File: src/rtl/rtc_cal_pkg.sv
package rtc_cal_pkg;

  typedef logic [3:0] nib_t;

  localparam int YEAR_DIGITS = 4;

  localparam logic [3:0] AD_SEC_U = 4'h0;
  localparam logic [3:0] AD_SEC_T = 4'h1;
  localparam logic [3:0] AD_MIN_U = 4'h2;
  localparam logic [3:0] AD_MIN_T = 4'h3;
  localparam logic [3:0] AD_HR_U  = 4'h4;
  localparam logic [3:0] AD_HR_T  = 4'h5;
  localparam logic [3:0] AD_DOW   = 4'h6;
  localparam logic [3:0] AD_DAY_U = 4'h7;
  localparam logic [3:0] AD_DAY_T = 4'h8;
  localparam logic [3:0] AD_MON_U = 4'h9;
  localparam logic [3:0] AD_MON_T = 4'hA;
  localparam logic [3:0] AD_YR_U  = 4'hB;
  localparam logic [3:0] AD_YR_T  = 4'hC;
  localparam logic [3:0] AD_YR_H  = 4'hD;
  localparam logic [3:0] AD_YR_K  = 4'hE;
  localparam logic [3:0] AD_CTRL  = 4'hF;

  localparam int CTRL_ADJ_BIT  = 0;
  localparam int CTRL_STOP_BIT = 1;

  // reset calendar: 2000-01-01, day code 6
  localparam logic [15:0] YEAR_RST = 16'h2000;
  localparam logic [2:0]  DOW_RST  = 3'd6;

  function automatic nib_t unit_inc(nib_t u);
    return (u == 4'd9) ? 4'd0 : nib_t'(u + 4'd1);
  endfunction

  // year is leap when its low two BCD digits form a multiple of 4
  function automatic logic leap_year(nib_t tens, nib_t units);
    if (tens[0]) return (units == 4'd2) || (units == 4'd6);
    else         return (units == 4'd0) || (units == 4'd4) || (units == 4'd8);
  endfunction

  // last day of month as {tens[1:0], units[3:0]} in BCD
  function automatic logic [5:0] month_last_day(logic mon_t, nib_t mon_u, logic leap);
    if (mon_t) return (mon_u == 4'd1) ? 6'h30 : 6'h31;
    case (mon_u)
      4'd2:                return leap ? 6'h29 : 6'h28;
      4'd4, 4'd6, 4'd9:    return 6'h30;
      default:             return 6'h31;
    endcase
  endfunction

endpackage

File: src/rtl/rtc_subsec_div.sv
module rtc_subsec_div #(
  parameter int TICKS_PER_SEC = 4096
) (
  input  logic clk,
  input  logic rst,
  input  logic tick,
  input  logic stop,
  input  logic adj_fire,
  output logic sec_pulse,
  output logic last_slot
);
  localparam int CW = (TICKS_PER_SEC > 2) ? $clog2(TICKS_PER_SEC) : 1;
  localparam logic [CW-1:0] LAST = CW'(TICKS_PER_SEC - 1);

  logic [CW-1:0] cnt_q;

  always_ff @(posedge clk) begin
    if (rst)                 cnt_q <= '0;
    else if (stop || adj_fire) cnt_q <= '0;
    else if (tick)           cnt_q <= (cnt_q == LAST) ? '0 : CW'(cnt_q + 1'b1);
  end

  assign last_slot = (cnt_q == LAST) && !stop;
  assign sec_pulse = tick && last_slot && !adj_fire;

  // a stopped divider never leaves zero
  p_div_parked_r9: assert property (@(posedge clk) disable iff (rst)
    stop |=> (cnt_q == '0));

endmodule

File: src/rtl/rtc_time_chain.sv
module rtc_time_chain
  import rtc_cal_pkg::*;
(
  input  logic       clk,
  input  logic       rst,
  input  logic       sec_pulse,
  input  logic       adj_fire,
  input  logic       wr_en,
  input  logic [3:0] wr_addr,
  input  logic [3:0] wr_data,
  output logic [3:0] sec_u,
  output logic [2:0] sec_t,
  output logic [3:0] min_u,
  output logic [2:0] min_t,
  output logic [3:0] hr_u,
  output logic [1:0] hr_t,
  output logic       day_carry
);
  logic sec_wrap, min_wrap, hr_wrap, min_adv, hr_adv;
  logic wr_sec, wr_min;

  assign sec_wrap  = (sec_t == 3'd5) && (sec_u == 4'd9);
  assign min_wrap  = (min_t == 3'd5) && (min_u == 4'd9);
  assign hr_wrap   = (hr_t  == 2'd2) && (hr_u  == 4'd3);
  assign min_adv   = adj_fire ? (sec_t >= 3'd3) : (sec_pulse && sec_wrap);
  assign hr_adv    = min_adv && min_wrap;
  assign day_carry = hr_adv && hr_wrap;
  assign wr_sec    = wr_en && ((wr_addr == AD_SEC_U) || (wr_addr == AD_SEC_T));
  assign wr_min    = wr_en && ((wr_addr == AD_MIN_U) || (wr_addr == AD_MIN_T));

  always_ff @(posedge clk) begin
    if (rst) begin
      sec_u <= '0;
      sec_t <= '0;
    end else begin
      if (adj_fire) begin
        sec_u <= '0;
        sec_t <= '0;
      end else if (sec_pulse) begin
        sec_u <= unit_inc(sec_u);
        if (sec_u == 4'd9) sec_t <= sec_wrap ? 3'd0 : 3'(sec_t + 3'd1);
      end
      if (wr_en && wr_addr == AD_SEC_U) sec_u <= wr_data;
      if (wr_en && wr_addr == AD_SEC_T) sec_t <= wr_data[2:0];
    end
  end

  always_ff @(posedge clk) begin
    if (rst) begin
      min_u <= '0;
      min_t <= '0;
    end else begin
      if (min_adv) begin
        min_u <= unit_inc(min_u);
        if (min_u == 4'd9) min_t <= min_wrap ? 3'd0 : 3'(min_t + 3'd1);
      end
      if (wr_en && wr_addr == AD_MIN_U) min_u <= wr_data;
      if (wr_en && wr_addr == AD_MIN_T) min_t <= wr_data[2:0];
    end
  end

  always_ff @(posedge clk) begin
    if (rst) begin
      hr_u <= '0;
      hr_t <= '0;
    end else begin
      if (hr_adv) begin
        if (hr_wrap) begin
          hr_u <= '0;
          hr_t <= '0;
        end else begin
          hr_u <= unit_inc(hr_u);
          if (hr_u == 4'd9) hr_t <= 2'(hr_t + 2'd1);
        end
      end
      if (wr_en && wr_addr == AD_HR_U) hr_u <= wr_data;
      if (wr_en && wr_addr == AD_HR_T) hr_t <= wr_data[1:0];
    end
  end

  // seconds only move on a pulse, a round or a write
  p_sec_hold_r2: assert property (@(posedge clk) disable iff (rst)
    (!sec_pulse && !adj_fire && !wr_sec) |=> ($stable(sec_u) && $stable(sec_t)));

  // an executed round leaves seconds at 00
  p_round_zeroes_sec_r5: assert property (@(posedge clk) disable iff (rst)
    (adj_fire && !wr_sec) |=> (sec_u == 4'd0 && sec_t == 3'd0));

  // rounding down keeps minutes
  p_round_down_keeps_min_r5: assert property (@(posedge clk) disable iff (rst)
    (adj_fire && sec_t < 3'd3 && !wr_min) |=> ($stable(min_u) && $stable(min_t)));

endmodule

File: src/rtl/rtc_date_chain.sv
module rtc_date_chain
  import rtc_cal_pkg::*;
(
  input  logic        clk,
  input  logic        rst,
  input  logic        day_carry,
  input  logic        wr_en,
  input  logic [3:0]  wr_addr,
  input  logic [3:0]  wr_data,
  output logic [2:0]  dow,
  output logic [3:0]  day_u,
  output logic [1:0]  day_t,
  output logic [3:0]  mon_u,
  output logic        mon_t,
  output logic [15:0] year_bcd
);
  logic       leap, day_wrap, mon_adv, mon_wrap;
  logic [5:0] last_day;
  logic [3:0] yr_q [YEAR_DIGITS];
  logic [YEAR_DIGITS-1:0] ycar;

  assign leap     = leap_year(yr_q[1], yr_q[0]);
  assign last_day = month_last_day(mon_t, mon_u, leap);
  assign day_wrap = ({day_t, day_u} == last_day);
  assign mon_adv  = day_carry && day_wrap;
  assign mon_wrap = mon_t && (mon_u == 4'd2);

  always_ff @(posedge clk) begin
    if (rst) dow <= DOW_RST;
    else begin
      if (day_carry) dow <= (dow == 3'd6) ? 3'd0 : 3'(dow + 3'd1);
      if (wr_en && wr_addr == AD_DOW) dow <= wr_data[2:0];
    end
  end

  always_ff @(posedge clk) begin
    if (rst) begin
      day_u <= 4'd1;
      day_t <= 2'd0;
    end else begin
      if (day_carry) begin
        if (day_wrap) begin
          day_u <= 4'd1;
          day_t <= 2'd0;
        end else begin
          day_u <= unit_inc(day_u);
          if (day_u == 4'd9) day_t <= 2'(day_t + 2'd1);
        end
      end
      if (wr_en && wr_addr == AD_DAY_U) day_u <= wr_data;
      if (wr_en && wr_addr == AD_DAY_T) day_t <= wr_data[1:0];
    end
  end

  always_ff @(posedge clk) begin
    if (rst) begin
      mon_u <= 4'd1;
      mon_t <= 1'b0;
    end else begin
      if (mon_adv) begin
        if (mon_wrap) begin
          mon_u <= 4'd1;
          mon_t <= 1'b0;
        end else begin
          mon_u <= unit_inc(mon_u);
          if (mon_u == 4'd9) mon_t <= 1'b1;
        end
      end
      if (wr_en && wr_addr == AD_MON_U) mon_u <= wr_data;
      if (wr_en && wr_addr == AD_MON_T) mon_t <= wr_data[0];
    end
  end

  for (genvar gi = 0; gi < YEAR_DIGITS; gi++) begin : g_year
    if (gi == 0) begin : g_first
      assign ycar[gi] = mon_adv && mon_wrap;
    end else begin : g_rest
      assign ycar[gi] = ycar[gi-1] && (yr_q[gi-1] == 4'd9);
    end

    always_ff @(posedge clk) begin
      if (rst) yr_q[gi] <= YEAR_RST[4*gi +: 4];
      else begin
        if (ycar[gi]) yr_q[gi] <= unit_inc(yr_q[gi]);
        if (wr_en && wr_addr == 4'(AD_YR_U + gi)) yr_q[gi] <= wr_data;
      end
    end

    assign year_bcd[4*gi +: 4] = yr_q[gi];
  end

  // 28 February of a leap year rolls to 29 February
  p_leap_day_r4: assert property (@(posedge clk) disable iff (rst)
    (day_carry && leap && !mon_t && mon_u == 4'd2 && day_t == 2'd2 && day_u == 4'd8 && !wr_en)
    |=> (day_t == 2'd2 && day_u == 4'd9 && mon_u == 4'd2));

  // the day code never leaves 0..6 on its own
  p_dow_wrap_r3: assert property (@(posedge clk) disable iff (rst)
    (day_carry && dow == 3'd6 && !wr_en) |=> (dow == 3'd0));

endmodule

File: src/rtl/rtc_bcd_calendar.sv
module rtc_bcd_calendar
  import rtc_cal_pkg::*;
#(
  parameter int TICKS_PER_SEC = 4096
) (
  input  logic       clk,
  input  logic       rst,
  input  logic       tick_4k,
  input  logic       wr_en,
  input  logic [3:0] wr_addr,
  input  logic [3:0] wr_data,
  input  logic [3:0] rd_addr,
  output logic [3:0] rd_data,
  output logic       busy
);
  logic stop_q, adj_pend_q, adj_fire, ctrl_wr;
  logic sec_pulse, last_slot, day_carry;
  logic [3:0]  sec_u, min_u, hr_u, day_u, mon_u;
  logic [2:0]  sec_t, min_t, dow;
  logic [1:0]  hr_t, day_t;
  logic        mon_t;
  logic [15:0] year_bcd;
  logic [3:0]  rd_next;

  assign ctrl_wr  = wr_en && (wr_addr == AD_CTRL);
  assign adj_fire = adj_pend_q && tick_4k;
  assign busy     = adj_pend_q || last_slot;

  always_ff @(posedge clk) begin
    if (rst) begin
      stop_q     <= 1'b0;
      adj_pend_q <= 1'b0;
    end else begin
      if (ctrl_wr) stop_q <= wr_data[CTRL_STOP_BIT];
      if (ctrl_wr && wr_data[CTRL_ADJ_BIT]) adj_pend_q <= 1'b1;
      else if (adj_fire)                    adj_pend_q <= 1'b0;
    end
  end

  rtc_subsec_div #(.TICKS_PER_SEC(TICKS_PER_SEC)) u_div (
    .clk       (clk),
    .rst       (rst),
    .tick      (tick_4k),
    .stop      (stop_q),
    .adj_fire  (adj_fire),
    .sec_pulse (sec_pulse),
    .last_slot (last_slot)
  );

  rtc_time_chain u_time (
    .clk       (clk),
    .rst       (rst),
    .sec_pulse (sec_pulse),
    .adj_fire  (adj_fire),
    .wr_en     (wr_en),
    .wr_addr   (wr_addr),
    .wr_data   (wr_data),
    .sec_u     (sec_u),
    .sec_t     (sec_t),
    .min_u     (min_u),
    .min_t     (min_t),
    .hr_u      (hr_u),
    .hr_t      (hr_t),
    .day_carry (day_carry)
  );

  rtc_date_chain u_date (
    .clk       (clk),
    .rst       (rst),
    .day_carry (day_carry),
    .wr_en     (wr_en),
    .wr_addr   (wr_addr),
    .wr_data   (wr_data),
    .dow       (dow),
    .day_u     (day_u),
    .day_t     (day_t),
    .mon_u     (mon_u),
    .mon_t     (mon_t),
    .year_bcd  (year_bcd)
  );

  always_comb begin
    case (rd_addr)
      AD_SEC_U: rd_next = sec_u;
      AD_SEC_T: rd_next = {1'b0, sec_t};
      AD_MIN_U: rd_next = min_u;
      AD_MIN_T: rd_next = {1'b0, min_t};
      AD_HR_U:  rd_next = hr_u;
      AD_HR_T:  rd_next = {2'b00, hr_t};
      AD_DOW:   rd_next = {1'b0, dow};
      AD_DAY_U: rd_next = day_u;
      AD_DAY_T: rd_next = {2'b00, day_t};
      AD_MON_U: rd_next = mon_u;
      AD_MON_T: rd_next = {3'b000, mon_t};
      AD_YR_U:  rd_next = year_bcd[3:0];
      AD_YR_T:  rd_next = year_bcd[7:4];
      AD_YR_H:  rd_next = year_bcd[11:8];
      AD_YR_K:  rd_next = year_bcd[15:12];
      default:  rd_next = {2'b00, stop_q, busy};
    endcase
  end

  always_ff @(posedge clk) begin
    if (rst) rd_data <= '0;
    else     rd_data <= rd_next;
  end

  // every seconds advance is preceded by a busy cycle
  p_busy_leads_update_r8: assert property (@(posedge clk) disable iff (rst)
    sec_pulse |-> busy);

  // a write of 0 to the round bit raises no request
  p_round_zero_ignored_r7: assert property (@(posedge clk) disable iff (rst)
    (ctrl_wr && !wr_data[CTRL_ADJ_BIT] && !adj_pend_q) |=> !adj_pend_q);

  // a request clears itself on the strobe that executes it
  p_round_self_clear_r7: assert property (@(posedge clk) disable iff (rst)
    (adj_fire && !ctrl_wr) |=> !adj_pend_q);

  // frozen time does not move
  p_stop_freezes_r9: assert property (@(posedge clk) disable iff (rst)
    (stop_q && !wr_en && !adj_pend_q) |=> ($stable(sec_u) && $stable(sec_t) && $stable(min_u)));

endmodule

File: config.mk
export PLATFORM = sky130hd
export DESIGN_NAME = rtc_bcd_calendar
export DESIGN_NICKNAME = d
export VERILOG_FILES = /design/src/rtl/rtc_cal_pkg.sv /design/src/rtl/rtc_subsec_div.sv /design/src/rtl/rtc_time_chain.sv /design/src/rtl/rtc_date_chain.sv /design/src/rtl/rtc_bcd_calendar.sv
export SDC_FILE = /design/constraint.sdc
export NUM_CORES = 1
export LEC_CHECK = 0
export BUFFER_PORTS_ARGS = -buffer_cell sky130_fd_sc_hd__clkbuf_2
export CAP_MARGIN = 10
export CORE_UTILIZATION = 55
export CTS_CLUSTER_SIZE = 10
export DETAILED_ROUTE_END_ITERATION = 6
export PLACE_DENSITY = 0.72
export SLEW_MARGIN = 20
export SYNTH_ARGS = -nofsm -noshare
export SYNTH_HDL_FRONTEND = slang
export SYNTH_SLANG_ARGS = --single-unit
File: constraint.sdc
create_clock -name clk -period 5.3 [get_ports clk]
set_input_delay 1.06 -clock clk [delete_from_list [all_inputs] [get_ports clk]]
set_output_delay 1.06 -clock clk [all_outputs]
set_load 0.02 [all_outputs]
Word-level counts from Yosys, hierarchy flattened
Memories as Yosys holds them, arrays and structs flattened.
Cells that the tools add are included.
Widths: inputs -> output; s select.
{ "totals": {"output_inout_bits": 5, "ff_bits": 52, "in_bits": 16, "mem_bits_rw": 16, "mem_count": 1, "elab_cells": 253} }
{ "op_classes": {"n_eq_ne": 53, "n_reduce_logical": 67, "magnitude_cmp": 1, "muxes": 93, "n_bitwise": 8, "addsub": 15} }
{ "mem_list": {"columns": ["memory", "words", "width", "rd", "rd_ports_with_merged_regs", "wr", "line", "text"], "rows": [
  ["u_date.yr_q", 4, 4, 4, 0, 4, "rtc_date_chain.sv:19", "logic [3:0] yr_q [YEAR_DIGITS];"]
]} }
{ "op_table": {"columns": ["op", "count"], "rows": [
  ["$mux 4", 31],
  ["$eq 4x4->1 const B", 25],
  ["$pmux 4 s15", 1],
  ["$eq 4x3->1 const B", 12],
  ["$mux 1", 37],
  ["$add 4x1->4 const B", 9],
  ["$mux 3", 12],
  ["$logic_and 1x1->1", 33],
  ["$eq 4x2->1 const B", 7],
  ["$reduce_bool 2->1", 11],
  ["$reduce_bool 3->1", 6],
  ["$mux 2", 8],
  ["$add 12x1->12 const B", 1],
  ["$eq 12x12->1 const B", 1],
  ["$eq 4x1->1 const B", 3],
  ["$logic_not 4->1", 3],
  ["$mux 12", 1],
  ["$mux 6", 2],
  ["$pmux 6 s2", 1],
  ["$reduce_and 2->1", 5],
  ["$add 3x1->3 const B", 3],
  ["$eq 3x3->1 const B", 3],
  ["$or 1x1->1", 8],
  ["$eq 6x6->1", 1],
  ["other kinds (7)", 13]
]} }

Longest topological paths before layout
An unclocked memory read counts as a cell.
{ "logic_depth": {"depth_word": 19, "ltp_mapped": 9, "ltp_nobuf": 8} }

Hierarchy
Synthesis repeated with hierarchy kept, for this count alone.
{ "hier_totals": {"cells_unflattened": 598, "hier_area_um2": 4937.2} }
{ "modules_own_cells": {"columns": ["module", "area_per_inst_um2", "seq_area_each_um2", "n_inst", "cells_each"], "rows": [
  ["rtc_date_chain", 2143.3, 760.7, 1, 261],
  ["rtc_time_chain", 1400.1, 400.4, 1, 169],
  ["rtc_bcd_calendar", 800.8, 120.1, 1, 103],
  ["rtc_subsec_div", 593.1, 240.2, 1, 65]
]} }

Worst setup path before layout
OpenSTA, ideal clock, no wires.
{ "synth_path": {"path_type": "input -> register", "start": "in tick_4k", "end": "mem u_date.yr_q[2][0] (netlist: u_date.yr_q[1][0]) (enable)", "path_buffers": 1, "path_stages": 7, "path_slack_ps": 2229, "arrival_ps": 2699, "setup_ps": 373, "t_required_ps": 4927, "path_cell_list": "nand2_1 -> o21a_1 -> nor3_2 -> nand2_1 -> or4_1 -> buf_2 -> o31ai_1"} }
{ "synth_rtl": {"columns": ["element", "line", "text"], "rows": [
  ["from (decl)", "rtc_bcd_calendar.sv:8", "input logic tick_4k,"],
  ["to (decl)", "rtc_date_chain.sv:19", null]
]} }

==> summary.md <==
| Metric | Value |
|---|---|
| I/O Buffers | `20` |
| Worst-Margin Slew | `0.7236 ns` |
| Synth warn | `0` |
| Pins over their slew limit | `0` |
| Pwr per Cell Area | `244.6 mW/mm^2` |
| Post-synthesis instance total | `612` |
| Mapped cell area | `0.004703 sq mm` |
| Critical Path RT | `5.29 ns` |
| Final core utilization | `0.6132` |
| Clk_lat worst skew | `0.36 ns` |
| Max frequency | `0.2862 GHz` |
| EDFF count, synth | `16` |
| Post-CTS setup buffer count | `0` |
| Max Cap Viol | `0` |
| Initial Util | `0.5695` |
| Most frequent cells in the layout | `nand2_1, nor2_1, dfxtp_1` |
| VDD IR max | `0.1501 mV` |
| Row cnt | `33` |
| Via count | `4771` |
| Root buf cell | `clkbuf_8` |
| Placed Area | `0.004821 sq mm` |
| Slew HR | `0.5139` |
| Vias in the first global route | `4278` |
| Detail Placement HPWL | `9592 um` |
| Crit path DAT | `3.48 ns` |
| H-tree levels | `3` |
| Gpl congestion | `0.9635` |
| Max clock buf depth | `2` |
| Most common cell after layout, fill and taps aside | `nand2_1` |
| Total grt overflow | `0` |
| Finished Cell Area | `0.005064 sq mm` |
| Yosys reg bits | `68` |
| Setup Total Neg Slack | `0 ns` |
| Net Count, Synth | `640` |
| Wirelength per Cell | `18.83 um` |
| Placed instance count | `706` |
| Crit-path max FO | `11` |
| Total area of sequential cells | `0.001521 sq mm` |
| RSZ-0062 raised after global routing | `false` |
| Slowest CP cell | `or4_1` |
| Total power | `1.239 mW` |
| DR iter-0 viols | `553` |
| First-pass GRT wire length | `21500 um` |
| Final ANT Viol Nets | `0` |
| Via density | `6.608` |
| Crit path cell chain | `or4b_4 > nor4_2 > o2111ai_1 > a211o_1 > or4_1 > o31ai_1` |
| Ports | `21` |
| Area added between synthesis and finish | `7.662%` |
| DRC | `1` |
| Total Nets Final | `640` |
| Asr flop ratio synth | `0` |
| CTS tree | `done` |
| WP buf/inv | `0` |
| Fillers | `769` |
| Hold crit path type | `reg -> reg` |
| Syn_area_per_cell | `7.685 sq um` |
| Failing checks | `DRC` |
| Clk slew on worst S/H paths | `0.08 ns` |
| Count of different cell masters after synthesis | `65` |
| Sink Count | `68` |
| CTS resizes | `0` |
| Antenna Cells | `0` |
| CORE AREA | `0.008258 sq mm` |
| Fraction of layout cells with a size suffix above 1 | `0.08266` |
| Final Instance Count excl. Fillers | `722` |
| Final Hold Fails | `0` |
| Worst setup margin | `1.806 ns` |
| Status | `finished, violations left` |
| Initial antenna violation count | `0` |
| DR pass1 iterations | `7` |
| Die W | `94.48 um` |
| Most frequently used flop master after synthesis | `dfxtp_1` |
| Worst hold slack | `0.4885 ns` |
| CTS buffer count | `9` |
| CTS Hold Bufs | `0` |
| Worst-case clock skew | `0.01071 ns` |
| Die area | `0.008926 sq mm` |
| CP max stage delay | `0.70 ns` |
| Routed wire length | `13590 um` |
| Crit path max-delay family | `simple AND/OR/NAND/NOR gates` |
| Area taken by multi-input logic gates | `0.002955 sq mm` |
| Min Tclk post-route | `3.494 ns` |
| Critical path launch point type | `flop` |
| Place WS | `1.557 ns` |
| Largest net degree at the start of global routing | `49` |
| Die H | `94.48 um` |
| Sequential share of the synthesized area | `0.3235` |
| Tcrit/Tclk final | `0.6593` |
| Static Leak | `1.769 nW` |
| Final setup viols | `0` |
| Total GRT Usage | `0.3138` |
| Critical path class | `reg -> reg` |
| Crit. End Element | `flop` |
-- worst reg2reg max path, stage by stage (launching register included) --
cell	delay [ns]
dfxtp_1	0.49
or4b_4	0.53
nor4_2	0.15
o2111ai_1	0.19
a211o_1	0.44
or4_1	0.70
o31ai_1	0.63
-- final cells by class --
type / count / area share
inverters: 24 / 0.01779
well taps: 105 / 0.02595
clock buffers: 10 / 0.02940
repair buffers: 23 / 0.02422
flip-flops and latches: 68 / 0.3005
multi-input cells: 486 / 0.5836
clock inverters: 6 / 0.01853
-- cells in the mapped netlist, drive strengths merged (15+ instances only) --
cell / instances / area, sq um
o21ai: 32 / 160.2
nand2: 79 / 296.5
edfxtp: 16 / 480.5
a311oi: 16 / 140.1
nor3: 21 / 110.1
nand4: 15 / 93.84
nand3: 21 / 105.1
inv: 24 / 90.09
dfxtp: 52 / 1041
nor2: 75 / 281.5
a21oi: 28 / 140.1
clkbuf: 27 / 101.4
-- sequential cells by signal, indices dropped and copies added, names as in the netlist --
name,cells
u_date.mon_u,4
u_time.min_u,4
u_date.mon_t,1
u_time.hr_u,4
stop_q,1
u_date.day_u,4
rd_data,4
u_date.dow,3
u_div.cnt_q,12
adj_pend_q,1
u_time.hr_t,2
u_time.sec_t,3
u_date.yr_q,16
u_time.min_t,3
u_date.day_t,2
u_time.sec_u,4
-- logic make-up (layout without fill, tap and decap cells) --
group	Yosys count	count (layout)	share of synthesized area
DFF	68	68	0.3235
AOI/OAI and AO/OA	147	147	0.2160
adders and majority gates	12	12	0.03192
xor gates and xnor gates	20	20	0.03724
buffers and inverters	58	63	0.04815
muxes	13	13	0.02820
and+or+nand+nor	294	294	0.3150
-- report_power, final --
group | internal (mW) | total, mW | switching (mW) | leakage, nW
registers | 0.549 | 0.578 | 0.0288 | 0.575
logic | 0.0480 | 0.137 | 0.0889 | 1.08
clock network | 0.297 | 0.524 | 0.227 | 0.118
-- routing by layer --
metal,global-route usage,wire length (um)
met5,0,0
met4,0.1338,398
met3,0.07085,1228
met2,0.5042,6259
met1,0.4037,5707
-- worst paths after layout --
kind	start	endpoint	slack, ns	cells after the start
max	u_date.mon_u[1]	u_date.yr_q[1][2]	1.81	6
min	u_div.cnt_q[1]	u_div.cnt_q[1]	0.49	2
max reg2reg	u_date.mon_u[1]	u_date.yr_q[1][2]	1.81	6
min reg2reg	u_div.cnt_q[1]	u_div.cnt_q[1]	0.49	2
Note: power is estimated with default switching activity, not from simulation.
